File: src/rtl/pxblend_pkg.sv
package pxblend_pkg;
  localparam int PX_W    = 8;
  localparam int SUM_W   = 2 * PX_W + 1;
  localparam int MAXV    = (1 << PX_W) - 1;
  localparam int HALF    = (MAXV - 1) / 2;

  typedef logic [PX_W-1:0]  px_t;
  typedef logic [SUM_W-1:0] sum_t;

  // weighted sum of one lane plus rounding offset
  function automatic sum_t blend_sum(input px_t fg, input px_t bg, input px_t w);
    sum_t a, b, wi;
    wi = sum_t'(MAXV) - sum_t'(w);
    a  = sum_t'(fg) * sum_t'(w);
    b  = sum_t'(bg) * wi;
    return a + b + sum_t'(HALF);
  endfunction

  // divide by full-scale value and clamp
  function automatic px_t norm_div(input sum_t s);
    sum_t q;
    q = s / sum_t'(MAXV);
    if (q > sum_t'(MAXV)) return px_t'(MAXV);
    return q[PX_W-1:0];
  endfunction
endpackage

File: src/rtl/pxblend_lane_mac.sv
module pxblend_lane_mac
  import pxblend_pkg::*;
(
  input  logic clk,
  input  logic en,
  input  px_t  fg,
  input  px_t  bg,
  input  px_t  w,
  output sum_t sum_q
);
  always_ff @(posedge clk) begin
    if (en) sum_q <= blend_sum(fg, bg, w);
  end
endmodule

File: src/rtl/pxblend_lane_norm.sv
module pxblend_lane_norm
  import pxblend_pkg::*;
(
  input  logic clk,
  input  logic en,
  input  sum_t sum_d,
  output px_t  px_q
);
  always_ff @(posedge clk) begin
    if (en) px_q <= norm_div(sum_d);
  end
endmodule

File: src/rtl/pxblend_ctrl.sv
module pxblend_ctrl (
  input  logic clk,
  input  logic rst_n,
  input  logic in_valid,
  input  logic out_ready,
  output logic adv,
  output logic s1_v,
  output logic s2_v
);
  assign adv = out_ready | ~s2_v;

  always_ff @(posedge clk) begin
    if (!rst_n) begin
      s1_v <= 1'b0;
      s2_v <= 1'b0;
    end else if (adv) begin
      s1_v <= in_valid;
      s2_v <= s1_v;
    end
  end
endmodule

File: src/rtl/pxblend_top.sv
module pxblend_top
  import pxblend_pkg::*;
#(
  parameter int LANES = 8,
  localparam int WORD_W = LANES * PX_W
)(
  input  logic              clk,
  input  logic              rst_n,
  input  logic              in_valid,
  output logic              in_ready,
  input  logic [WORD_W-1:0] fg_pix,
  input  logic [WORD_W-1:0] bg_pix,
  input  logic [PX_W-1:0]   weight,
  output logic              out_valid,
  input  logic              out_ready,
  output logic [WORD_W-1:0] out_pix
);
  logic adv, s1_v, s2_v;
  logic accept, deliver;

  pxblend_ctrl u_ctrl (
    .clk(clk), .rst_n(rst_n), .in_valid(in_valid), .out_ready(out_ready),
    .adv(adv), .s1_v(s1_v), .s2_v(s2_v)
  );

  assign in_ready  = adv;
  assign out_valid = s2_v;
  assign accept    = in_valid & adv;
  assign deliver   = s2_v & out_ready;

  for (genvar k = 0; k < LANES; k++) begin : g_lane
    sum_t lane_sum;
    px_t  lane_px;

    pxblend_lane_mac u_mac (
      .clk(clk), .en(adv),
      .fg(fg_pix[k*PX_W +: PX_W]), .bg(bg_pix[k*PX_W +: PX_W]), .w(weight),
      .sum_q(lane_sum)
    );

    pxblend_lane_norm u_norm (
      .clk(clk), .en(adv), .sum_d(lane_sum), .px_q(lane_px)
    );

    assign out_pix[k*PX_W +: PX_W] = lane_px;
  end
endmodule

File: config.mk
export PLATFORM = sky130hd
export DESIGN_NAME = pxblend_top
export DESIGN_NICKNAME = d
export VERILOG_FILES = /design/src/rtl/pxblend_pkg.sv /design/src/rtl/pxblend_lane_mac.sv /design/src/rtl/pxblend_lane_norm.sv /design/src/rtl/pxblend_ctrl.sv /design/src/rtl/pxblend_top.sv
export SDC_FILE = /design/constraint.sdc
export NUM_CORES = 2
export LEC_CHECK = 0
export BUFFER_PORTS_ARGS = -buffer_cell sky130_fd_sc_hd__buf_2
export CORE_UTILIZATION = 36
export DETAILED_ROUTE_END_ITERATION = 8
export MAX_ROUTING_LAYER = met4
export SYNTH_ARGS = -nofsm -noshare
export SYNTH_HDL_FRONTEND = slang
export SYNTH_SLANG_ARGS = --single-unit
File: constraint.sdc
create_clock -name clk -period 7.6 [get_ports clk]
set_input_delay 0.76 -clock clk [delete_from_list [all_inputs] [get_ports clk]]
set_output_delay 0.76 -clock clk [all_outputs]
set_load 0.01 [all_outputs]
# Yosys cells after proc, flatten, opt, wreduce, memory -nomap -nowiden
# Cells that the tools add are included.
# Widths: inputs -> output; s select.
op_classes:
  order_cmp: 8
  shift: 0
  mul: 16
  muxes: 32
  n_reduce_logical: 0
  bitwise_logic: 2
  div: 8
  n_addsub: 17
  eq_ne: 0
op_table:
  columns: ["operator", "n"]
  rows:
  - ["$add 16x17->17", 8]
  - ["$add 17x7->17 const B", 8]
  - ["$div 17x8->17 const B", 8]
  - ["$gt 17x8->1 const B", 8]
  - ["$mul 8x17->17", 8]
  - ["$mul 8x8->16", 8]
  - ["$mux 8", 16]
  - ["$mux 1", 16]
  - ["$sub 8x8->9 const A", 1]
  - ["$not 1->1", 1]
  - ["$or 1x1->1", 1]
totals:
  memories: 0
  rom_bits: 0
  latchBits: 0
  word_cells: 101
  register_bits: 202
  in_bits: 140
  ramBits: 0
  out_inout_bits: 66

# Logic depth before layout (Yosys ltp)
logic_depth:
  word_depth: 5
  ltp_mapped: 30
  mapped_depth_nobuf: 25

# Hierarchy
# A second synthesis with hierarchy kept.
hier_totals:
  cells_unflattened: 7325
  hier_area_um2: 64526.9
modules_own_cells:
  columns: ["mod", "instances", "area_per_inst_um2", "seq_area_each_um2", "cells_per_inst"]
  rows:
  - ["pxblend_lane_mac at g_lane[0].u_mac ...", 5, 5183.7, 510.5, 527]
  - ["pxblend_lane_norm", 8, 2860.2, 240.2, 385]
  - ["pxblend_lane_mac at g_lane[6].u_mac", 1, 5300.1, 510.5, 546]
  - ["pxblend_lane_mac at g_lane[5].u_mac", 1, 5200.0, 510.5, 527]
  - ["pxblend_lane_mac at g_lane[7].u_mac", 1, 5143.7, 510.5, 529]
  - ["pxblend_ctrl", 1, 82.6, 40.0, 8]

# Least setup slack after synthesis
# No wires, ideal clock.
synth_timing:
  kind: "in2reg"
  from: "input port weight[6]"
  to: "register g_lane[1].u_mac.sum_q[16], data pin"
  path_stages: 24
  path_buffers: 3
  arrival_ns: 6.490
  slack_ns: 0.850
  required_time_ns: 7.340
  cell_sequence: "clkbuf_1 clkbuf_1 buf_1 nand2_1 fa_1 fa_1 inv_1 fa_1 inv_1 fa_1 fa_1 inv_1 fa_1 ha_1 a21oi_1 o21bai_1 a21oi_1 o21bai_1 a21oi_1 o21bai_1 a21oi_1 o21bai_1 a21oi_1 xnor2_1"
synth_via:
  elab_chain_cells: 4
  elab_cells_between_ends: 5
synth_rtl:
  columns: ["element", "line", "text"]
  rows:
  - ["start, declared", "pxblend_top.sv:13", "input logic [PX_W-1:0] weight,"]
  - ["$sub 8x8->9", "pxblend_pkg.sv:13", "wi = sum_t'(MAXV) - sum_t'(w);"]
  - ["$mul 8x17->17", "pxblend_pkg.sv:15", "b = sum_t'(bg) * wi;"]
  - ["$add 16x17->17 (*)", "pxblend_pkg.sv:16", "return a + b + sum_t'(HALF);"]
  - ["$add 17x7->17 (*)", "pxblend_pkg.sv:16", null]
  - ["end signal, assigned", "pxblend_lane_mac.sv:12", "if (en) sum_q <= blend_sum(fg, bg, w);"]
  - ["end, declared", "pxblend_lane_mac.sv:9", "output sum_t sum_q"]
# Mark *: on every way between the ends. The rest lies on a longest branch, timed or not.
# A chain may end at the register's enable or synchronous reset.

# Final worst setup path
layout_timing:
  from: "register g_lane[3].u_mac.sum_q[8]"
  to: "register g_lane[3].u_norm.px_q[0], data pin"
layout_via:
  elab_chain_cells: 5
layout_rtl:
  columns: ["element", "line", "text"]
  rows:
  - ["start, declared", "pxblend_lane_mac.sv:9", null]
  - ["start signal, assigned", "pxblend_lane_mac.sv:12", null]
  - ["$div 17x8->17 (*)", "pxblend_pkg.sv:22", "q = s / sum_t'(MAXV);"]
  - ["$gt 17x8->1", "pxblend_pkg.sv:23", "if (q > sum_t'(MAXV)) return px_t'(MAXV);"]
  - ["$mux 1", "pxblend_pkg.sv:23", null]
  - ["$mux 1", "pxblend_lane_norm.sv:10", "if (en) px_q <= norm_div(sum_d);"]
  - ["$mux 8 (*)", "pxblend_pkg.sv:24", "return q[PX_W-1:0];"]
  - ["end signal, assigned", "pxblend_lane_norm.sv:10", null]
  - ["end, declared", "pxblend_lane_norm.sv:7", "output px_t px_q"]
# Mark *: on every way between the ends. The rest lies on a longest branch, timed or not. The select of a mux whose other input is x is not followed.

==> results by group <==
Yosys
  – Seq/Total Area, Yosys: 10.5%
  – Synth Cell Area: 0.0573 mm²
  – Ys Warns: 0
  – Post-Synthesis Cells: 6574
  – Yosys reg bits: 202
  – Syn Nets: 8018
  – Syn_area_per_cell: 8.72 µm²
  – Most common flop cell mapped by yosys: edfxtp_1
  – Async SR Flop Fraction: 0%
  – Unique masters post-synth: 121
  – EDFF count, synth: 200

Job
  – Max cap viols: 0

Clocking
  – Root Buffer: clkbuf_16
  – Clock Latency Late Sink: 580 ps
  – Num CTS Buffers: 37
  – Clk sinks: 202
  – H-tree levels: 2
  – CTS tree: built
  – Clock-pin slew on the worst setup and hold paths: 60 ps
  – Clock Tree Buf Depth: 3

Drt
  – Routed WL: 155 mm
  – Iter 0 DRT Violations: 2841
  – Detailed Routing Iterations Pass 1: 6
  – Vias per cell: 5.37
  – DRT antenna net count: 0
  – Remaining DRCs: 0
  – Via count: 47800
  – Wirelength per Cell: 17.4 µm

Setup path
  – Crit. End Element: flip-flop
  – Crit path kind: flip-flop to flip-flop
  – Worst Path Max Fanout: 11
  – R2R Path Start: g_lane[3].u_mac.sum_q[8]
  – CP Data Required Time: 8040 ps
  – Crit path from: g_lane[3].u_mac.sum_q[8]
  – Arrival time at the worst endpoint: 7650 ps
  – Nature of the critical path startpoint: flip-flop

Floorplan
  – Site row count: 146
  – Die area: 0.161 mm²
  – Die W: 401 µm
  – Die H: 401 µm
  – Starting Density: 36.3%
  – Total core area: 0.158 mm²
  – Number of I/O pins: 206

Global route
  – GRT Overall Usage: 19.8%
  – First-pass GRT wire length: 257 mm
  – Largest net degree at the start of global routing: 55
  – Vias in the first global route: 49100
  – GR Overflow Total: 0
  – Initial antenna violation count: 54

Placed design
  – Global placement routability congestion: 0.921
  – Placed cell area: 0.0614 mm²
  – PortBufs: 205
  – Dpl cells: 8778
  – Dpl hpwl: 125 mm

STA
  – Tmin final: 7220 ps
  – Final Max Tran Viols: 0
  – Slew headroom: 24.3%
  – Unrepaired setup endpoints after global routing: yes
  – Setup Viol. Count Final: 0
  – Slew @ Worst Pin: 1120 ps
  – Hold slack final: 409 ps
  – Max Clk Rate: 139 MHz
  – Period utilization: 95.0%
  – Clock Skew: 25.7 ps
  – Final count of hold timing violations: 0

Min path
  – Worst hold-check path type: input pin to flip-flop
  – Hold path start: rst_n

Cells and area
  – Layout area overhead: 9.72%
  – Fin util: 39.8%
  – Fin cells: 8907
  – Most frequent cells in the layout: inv_1 (1003), fa_1 (832), nand2_1 (589), ha_1 (472), nand2b_1 (360)
  – Design area: 0.0629 mm²
  – Share of cells above drive strength 1: 8.93%
  – Fin nets: 8204
  – Commonest non-fill, non-tap cell in the layout: inv_1

Run status
  – Status: finished, final reports clean
==> worst paths after layout <==
path | endpoint | slack, ps | cells after the start
worst max-delay path | g_lane[3].u_norm.px_q[0] | 380 | 21
worst min register to register | u_ctrl.s2_v | 470 | 2
worst max register to register | g_lane[3].u_norm.px_q[0] | 380 | 21
worst min-delay path | u_ctrl.s1_v | 410 | 2
==> synthesized netlist by cell type (13+ instances only) <==
cell          n  area [µm²]
inv_1      1003        3760
fa_1        832       16700
nand2_1     589        2210
ha_1        472        5910
nand2b_1    361        2260
and2_1      293        1830
a21oi_1     263        1320
nor2b_1     219        1370
nor2_1      217         815
edfxtp_1    200        6010
clkbuf_1    176         661
xnor2_1     172        1510
o21ai_0     162         811
nand3_1     137         686
nor3_1       92         460
o21bai_1     88         661
nand4_1      72         450
o211ai_1     67         503
a211oi_1     62         465
a31oi_1      57         357
a21o_1       52         390
and3_1       51         319
o31ai_1      51         383
or3_1        45         282
xor2_1       45         394
mux2i_1      44         440
nor4_1       42         263
o21a_1       38         285
buf_1        34         128
and4_1       32         280
o31a_1       24         210
a211o_1      23         201
or2_2        23         144
buf_2        22         110
o211a_1      22         220
a21boi_0     21         158
o2111ai_1    21         184
a41oi_1      18         158
mux2_2       18         203
or4_1        18         135
o221ai_1     16         140
o22ai_1      15        93.8
nand4b_1     14         123
nor3b_1      13        97.6
==> logic make-up (layout without fill, tap and decap cells) <==
kind of cell,after synthesis,count (layout),synth area share [%]
other cells,0,49,0
xor+xnor,221,221,3.46
flops,202,202,10.5
simple gates,2283,2283,21.5
buf+inv,1251,1463,8.33
fa+ha+maj,1315,1315,39.5
compound gates,1237,1237,15.4
mux,65,65,1.21
==> what timing repair did <==
action / CTS / global route
setup buffers: 0 / 15
setup endpoints to repair: 0 / 8
resized for setup: 0 / 34
hold buffers: 0 / 0
==> per-stage QoR <==
stage	setup WS (ps)	TNS [ps]
after floorplan	850	0
after global placement	238	0
after detailed placement	133	0
after CTS	118	0
after global routing	-89.4	-176
final	383	0
==> sequential cells by signal, indices dropped and copies added, names as in the netlist <==
| register | flops |
|---|---|
| u_ctrl.s2_v | 1 |
| g_lane.u_mac.sum_q | 136 |
| u_ctrl.s1_v | 1 |
| g_lane.u_norm.px_q | 64 |
==> metal layers <==
metal,global-route usage [%],part of all wire (%),up-vias
met5,-,0,-
met4,4.01,1.8,0
met1,25.5,44,23800
met2,32.8,48,1123
met3,3.25,6.0,193
li1,-,-,22700
==> final cells by class <==
class,count,area [µm²]
multi-input combinational,5121,46700
clock buffer,42,945
fill,16000,95300
sequential,202,6050
clock inverter,23,185
tap,2072,2590
inverter,1003,3760
antenna,49,123
timing repair buffer,395,2560
==> critical path, cell delays in order (launching register included) <==
cell	delay, ps
edfxtp_1	620
nand4_1	260
o32ai_1	360
a22oi_1	180
or4_4	470
a2111oi_2	640
nor2_1	150
o221ai_1	450
nor2_1	140
nor4b_2	590
nand4b_1	230
and3_1	320
and4b_2	280
a31o_2	310
or3_1	370
a21bo_2	290
maj3_1	360
xnor2_1	160
or3_1	320
a211oi_1	240
o32ai_1	130
o211ai_1	180
Power is not shown: default switching activity piles up to over one toggle a cycle in this logic, so the estimate is an artifact.
